File: src/rtl/fsk_seq_pkg.sv
package fsk_seq_pkg;
  localparam int STEPS = 12;
  localparam int HALF  = STEPS / 2;
  localparam int PH_W  = 4;

  typedef logic [PH_W-1:0] phase_t;
  typedef logic [2:0]      line_vec_t;

  // position within a half cycle: 0 is the zero sample, 3 the peak
  function automatic phase_t half_pos(phase_t ph);
    if (ph >= PH_W'(HALF)) return ph - PH_W'(HALF);
    return ph;
  endfunction

  function automatic line_vec_t lines_for(phase_t ph);
    line_vec_t v;
    case (half_pos(ph))
      PH_W'(1), PH_W'(5): v = 3'b001;
      PH_W'(2), PH_W'(4): v = 3'b010;
      PH_W'(3):           v = 3'b100;
      default:            v = 3'b000;
    endcase
    return v;
  endfunction

  function automatic logic level_for(phase_t ph);
    return ph < PH_W'(HALF);
  endfunction
endpackage

File: src/rtl/fsk_step_timer.sv
module fsk_step_timer #(
  parameter int MARK_RELOAD  = 19,
  parameter int SPACE_RELOAD = 10,
  parameter int CNT_W        = 5
) (
  input  logic clk,
  input  logic rst,
  input  logic data_i,
  output logic step_adv_o
);
  localparam logic [CNT_W-1:0] MARK_LAST  = CNT_W'(MARK_RELOAD - 1);
  localparam logic [CNT_W-1:0] SPACE_LAST = CNT_W'(SPACE_RELOAD - 1);

  logic [CNT_W-1:0] cnt_q;
  logic [CNT_W-1:0] load_val;

  assign load_val   = data_i ? MARK_LAST : SPACE_LAST;
  assign step_adv_o = (cnt_q == '0);

  always_ff @(posedge clk) begin
    if (rst)              cnt_q <= load_val;
    else if (step_adv_o)  cnt_q <= load_val;
    else                  cnt_q <= cnt_q - 1'b1;
  end

  // a mark sample at a step boundary loads the mark interval
  p_mark_reload_r5: assert property (@(posedge clk) disable iff (rst)
    (step_adv_o && data_i) |=> (cnt_q == MARK_LAST));

  // a space sample at a step boundary loads the space interval
  p_space_reload_r6: assert property (@(posedge clk) disable iff (rst)
    (step_adv_o && !data_i) |=> (cnt_q == SPACE_LAST));

  // within a step the count only moves down by one, whatever data does
  p_count_down_r7: assert property (@(posedge clk) disable iff (rst)
    !step_adv_o |=> (cnt_q == $past(cnt_q) - 1'b1));
endmodule

File: src/rtl/fsk_phase_walk.sv
module fsk_phase_walk
  import fsk_seq_pkg::*;
(
  input  logic   clk,
  input  logic   rst,
  input  logic   adv_i,
  output phase_t phase_o
);
  localparam phase_t LAST = PH_W'(STEPS - 1);

  phase_t phase_q;
  assign phase_o = phase_q;

  always_ff @(posedge clk) begin
    if (rst)              phase_q <= '0;
    else if (adv_i)       phase_q <= (phase_q == LAST) ? '0 : phase_q + 1'b1;
  end

  // the index stays within the twelve steps
  p_phase_range_r2: assert property (@(posedge clk) disable iff (rst)
    phase_q <= LAST);

  // the last step wraps to step 0
  p_phase_wrap_r2: assert property (@(posedge clk) disable iff (rst)
    (adv_i && phase_q == LAST) |=> (phase_q == '0));

  // without a step boundary the index never moves (no reset on data change)
  p_phase_hold_r7: assert property (@(posedge clk) disable iff (rst)
    !adv_i |=> $stable(phase_q));
endmodule

File: src/rtl/fsk_line_drive.sv
module fsk_line_drive
  import fsk_seq_pkg::*;
(
  input  logic      clk,
  input  logic      rst,
  input  phase_t    phase_i,
  input  logic      adv_i,
  output line_vec_t line_en_o,
  output logic      drive_lvl_o,
  output logic      wrap_o
);
  logic adv_d;

  always_ff @(posedge clk) begin
    if (rst) begin
      adv_d       <= 1'b0;
      line_en_o   <= '0;
      drive_lvl_o <= 1'b1;
      wrap_o      <= 1'b0;
    end else begin
      adv_d       <= adv_i;
      line_en_o   <= lines_for(phase_i);
      drive_lvl_o <= level_for(phase_i);
      wrap_o      <= adv_d && (phase_i == '0);
    end
  end

  // reset leaves every line floating and the strobe low
  p_reset_state_r1: assert property (@(posedge clk)
    rst |=> (line_en_o == '0 && drive_lvl_o && !wrap_o));

  // never more than one line driven
  p_one_line_r4: assert property (@(posedge clk) disable iff (rst)
    $onehot0(line_en_o));

  // the level flips only at a zero sample
  p_level_flip_r3: assert property (@(posedge clk) disable iff (rst)
    (drive_lvl_o != $past(drive_lvl_o)) |-> (line_en_o == '0));

  // the strobe is a single cycle
  p_wrap_single_r9: assert property (@(posedge clk) disable iff (rst)
    wrap_o |=> !wrap_o);

  // the strobe coincides with the positive zero sample
  p_wrap_zero_r9: assert property (@(posedge clk) disable iff (rst)
    wrap_o |-> (line_en_o == '0 && drive_lvl_o));
endmodule

File: src/rtl/fsk_tristate_sequencer.sv
module fsk_tristate_sequencer #(
  parameter int CLK_HZ   = 250_000_000,
  parameter int MARK_HZ  = 1200,
  parameter int SPACE_HZ = 2200
) (
  input  logic       clk,
  input  logic       rst,
  input  logic       data_i,
  output logic [2:0] line_en_o,
  output logic       drive_lvl_o,
  output logic       wrap_o
);
  import fsk_seq_pkg::*;

  localparam int MARK_RAW  = (CLK_HZ + (STEPS / 2) * MARK_HZ)  / (STEPS * MARK_HZ);
  localparam int SPACE_RAW = (CLK_HZ + (STEPS / 2) * SPACE_HZ) / (STEPS * SPACE_HZ);
  localparam int MARK_RELOAD  = (MARK_RAW  < 2) ? 2 : MARK_RAW;
  localparam int SPACE_RELOAD = (SPACE_RAW < 2) ? 2 : SPACE_RAW;
  localparam int MAX_RELOAD   = (MARK_RELOAD > SPACE_RELOAD) ? MARK_RELOAD : SPACE_RELOAD;
  localparam int CNT_W        = $clog2(MAX_RELOAD + 1);

  logic   step_adv;
  phase_t phase;

  fsk_step_timer #(
    .MARK_RELOAD  (MARK_RELOAD),
    .SPACE_RELOAD (SPACE_RELOAD),
    .CNT_W        (CNT_W)
  ) u_timer (
    .clk        (clk),
    .rst        (rst),
    .data_i     (data_i),
    .step_adv_o (step_adv)
  );

  fsk_phase_walk u_walk (
    .clk     (clk),
    .rst     (rst),
    .adv_i   (step_adv),
    .phase_o (phase)
  );

  fsk_line_drive u_drive (
    .clk         (clk),
    .rst         (rst),
    .phase_i     (phase),
    .adv_i       (step_adv),
    .line_en_o   (line_en_o),
    .drive_lvl_o (drive_lvl_o),
    .wrap_o      (wrap_o)
  );
endmodule

File: config.mk
export PLATFORM = sky130hd
export DESIGN_NAME = fsk_tristate_sequencer
export DESIGN_NICKNAME = d
export VERILOG_FILES = /design/src/rtl/fsk_seq_pkg.sv /design/src/rtl/fsk_step_timer.sv /design/src/rtl/fsk_phase_walk.sv /design/src/rtl/fsk_line_drive.sv /design/src/rtl/fsk_tristate_sequencer.sv
export SDC_FILE = /design/constraint.sdc
export NUM_CORES = 1
export LEC_CHECK = 0
export ABC_AREA = 1
export BUFFER_PORTS_ARGS = -buffer_cell sky130_fd_sc_hd__buf_4
export CAP_MARGIN = 40
export CORE_MARGIN = 10
export CORE_UTILIZATION = 40
export DETAILED_ROUTE_END_ITERATION = 6
export MAX_ROUTING_LAYER = met4
export SETUP_SLACK_MARGIN = 0.02
export SLEW_MARGIN = 20
export SYNTH_ARGS = -nofsm -noshare
export SYNTH_HDL_FRONTEND = slang
export SYNTH_SLANG_ARGS = --single-unit
File: constraint.sdc
create_clock -name clk -period 1.85 [get_ports clk]
set_clock_uncertainty 0.15 [all_clocks]
set_input_delay 0.0925 -clock clk [delete_from_list [all_inputs] [get_ports clk]]
set_output_delay 0.0925 -clock clk [all_outputs]
set_load 0.01 [all_outputs]
==> flow_metrics.tcl <==
set metrics [dict create \
    wl_per_cell_um 11.3 \
    worstPathRequired_ns 1.94 \
    r2r_slack_ns 0.20 \
    r2r-start "u_timer.cnt_q[0]$_DFF_P_" \
    placement.io_buffers 7 \
    clk_latency_ns 0.33 \
    cp-end-kind "flop" \
    max-cap-violations 0 \
    grt_pass1_vias 1022 \
    diodes 0 \
    via_count 1077 \
    crit_type "flop to flop" \
    tightest_slew_ns 0.304 \
    dr.first_iter.drc_count 60 \
    initial_utilization_pct 42.5 \
    io_pins 8 \
    groute.usage.overall_pct 9.13 \
    syn_inst 179 \
    cp_slowest_cell "dfxtp_1" \
    synth_cell_type_count 27 \
    antenna_found_initial 0 \
    dp.cells 228 \
    path_max_fanout 11 \
    area_delta_synth_final_pct 11.5 \
    cp_num_buf_inv 2 \
    worst_path_largest_cell_delay_ns 0.35 \
    drc 0 \
    layout.cells.non_filler 234 \
    whs_ns 0.305 \
    layout_common_cells "41 x nand2_1, 28 x nor2_1, 25 x dfxtp_1, 18 x inv_1, 11 x nand3_1" \
    worstHoldPathType "flop to flop" \
    die-area_um2 6000 \
    arrival_ns 1.74 \
    cts_inserted_buffers 3 \
    ys_seq_area_share_pct 37.9 \
    firstDrtPassIters 4 \
    viasPerCell 4.60 \
    syn_nets 187 \
    max_freq_mhz 604 \
    cp-start-kind "flop" \
    holdCritStartpoint "u_drive.adv_d$_SDFF_PP0_" \
    peakVddDrop_mv 0.337 \
    cts_root_buf "clkbuf_4" \
    postRouteAntennaNets 0 \
    p_leak_nw 0.657 \
    synth-seq-cells 25 \
    rows 20 \
    final_common_cell "nand2_1" \
    gp_congestion 0.795 \
    core_um2 3100 \
    grt.overflow.total 0 \
    setup_violations 0 \
    die_width_um 77.4 \
    grt_pass1_wl_um 4490 \
    hold_viol 0 \
    clkSlewWorstSetupHoldPaths_ns 0.15 \
    n_fill_cell 341 \
    rsz0062_at_grt "false" \
    nets 199 \
    synth_warnings 0 \
    crit_path_cell_trace "inv_2, ha_4, nand3_4, nor2_8, nand2_4, nand2_8, nand2_2, inv_1, nor2_1" \
    cts_setup_buffers 0 \
    routed_wl_um 2640 \
    crit_family "simple AND/OR/NAND/NOR gates" \
    grt_max_degree 15 \
    htree_levels 1 \
    tns_ns 0 \
    syn_area_um2 1320 \
    clock_sinks 25 \
    relSlewSlack_pct 79.7 \
    drive_gt1_share_pct 16.8 \
    cts_tree "done" \
    powerDensity_nw_per_um2 667 \
    fin_crit_ns 1.65 \
    dpl.hpwl_um 2040 \
    cts_buffer_depth 2 \
    die_h_um 77.4 \
    period_share_pct 89.4 \
    status "completed" \
    critPathLaunch "u_timer.cnt_q[0]$_DFF_P_" \
    maxSlewViolCount 0 \
    syn_avg_cell_area_um2 7.37 \
]
==> final cells by class <==
cell class	count	area (um2)	area share (%)
timing repair buffer	9	72.6	4.93
tap	44	55.1	3.74
inverter	22	85.1	5.78
sequential	25	500	34.0
multi-input combinational	130	731	49.7
clock buffer	3	22.5	1.53
clock inverter	1	5.00	0.340
==> tightest hold or removal path: stages, from the launching register on <==
cell,delay [ns]
dfxtp_1,0.33
nand3_1,0.07
nor2_1,0.04
==> path summary, 6_finish.rpt <==
check                         endpoint  depth (start not counted)
min reg2reg  u_drive.wrap_o$_SDFF_PP0_                          2
max reg2reg  u_timer.cnt_q[13]$_DFF_P_                          9
min          u_drive.wrap_o$_SDFF_PP0_                          2
max          u_timer.cnt_q[13]$_DFF_P_                          9
==> metrics by stage <==
| step | util, % | total power [W] | setup slack, ns | area, um2 |
|---|---|---|---|---|
| 2_1_floorplan | - | 0.000699 | 0.294 | 1320 |
| 3_3_place_gp | 45.2 | 0.000720 | 0.124 | 1400 |
| 3_5_place_dp | 45.2 | 0.000723 | 0.0410 | 1400 |
| 4_1_cts | 46.8 | 0.000976 | 0.0521 | 1450 |
| 5_1_grt | 47.4 | 0.00103 | 0.0650 | 1470 |
| 6_report | 47.4 | 0.000982 | 0.196 | 1470 |
==> flip-flops by register name, indices dropped and copies added (netlist names) <==
signal / cells
u_drive.adv_d: 1
u_drive.drive_lvl_o: 1
u_drive.line_en_o: 3
u_drive.wrap_o: 1
u_timer.cnt_q: 15
u_walk.phase_o: 4
==> per-layer routing <==
layer | vias up | global-route usage (%) | share of wire (%)
li1 | 582 | - | -
met2 | 12 | 13.8 | 44
met1 | 479 | 11.6 | 53
met4 | 0 | 3.47 | 1.4
met5 | - | - | 0
met3 | 4 | 1.96 | 2.0
==> Yosys cell counts <==
master	number	share of area, %
a21oi_1	7	2.7
and2_1	1	0.47
buf_12	1	1.5
clkbuf_2	1	0.38
dfxtp_1	25	38
ha_1	5	4.7
inv_1	19	5.4
inv_2	2	0.57
inv_4	1	0.47
nand2_1	41	12
nand2_2	4	1.9
nand2_4	2	1.7
nand3_1	11	4.2
nand3_4	1	1.3
nand3b_1	4	2.3
nand4_1	2	0.95
nor2_1	28	8.0
nor2_2	5	2.4
nor2_4	2	1.7
nor2_8	1	1.5
nor3_1	1	0.38
o211ai_1	1	0.57
o21ai_0	3	1.1
o21ai_1	3	1.1
or2_2	1	0.47
xnor2_1	4	2.7
xor2_1	3	2.0
==> kinds of logic (layout without fill, tap and decap cells) <==
| group | after synthesis | after routing | synth area share [%] |
|---|---|---|---|
| AOI/OAI and AO/OA | 14 | 14 | 5.50 |
| xor gates and xnor gates | 7 | 7 | 4.64 |
| adders and majority gates | 5 | 5 | 4.74 |
| buffers and inverters | 24 | 35 | 8.34 |
| DFF | 25 | 25 | 37.9 |
| and+or+nand+nor | 104 | 104 | 38.9 |
==> power by group <==
| group | internal [W] | leakage [nW] | switching [W] |
|---|---|---|---|
| Sequential | 0.000566 | 0.205 | 0.0000231 |
| Combinational | 0.0000513 | 0.434 | 0.0000830 |
| Clock | 0.0000812 | 0.0177 | 0.000178 |
==> timing repair <==
action,CTS,global route
setup endpoints to repair,2,6
hold buffers,2,0
hold endpoints to repair,12,0
resized for setup,1,3
Power figures use the tool's default switching activity.
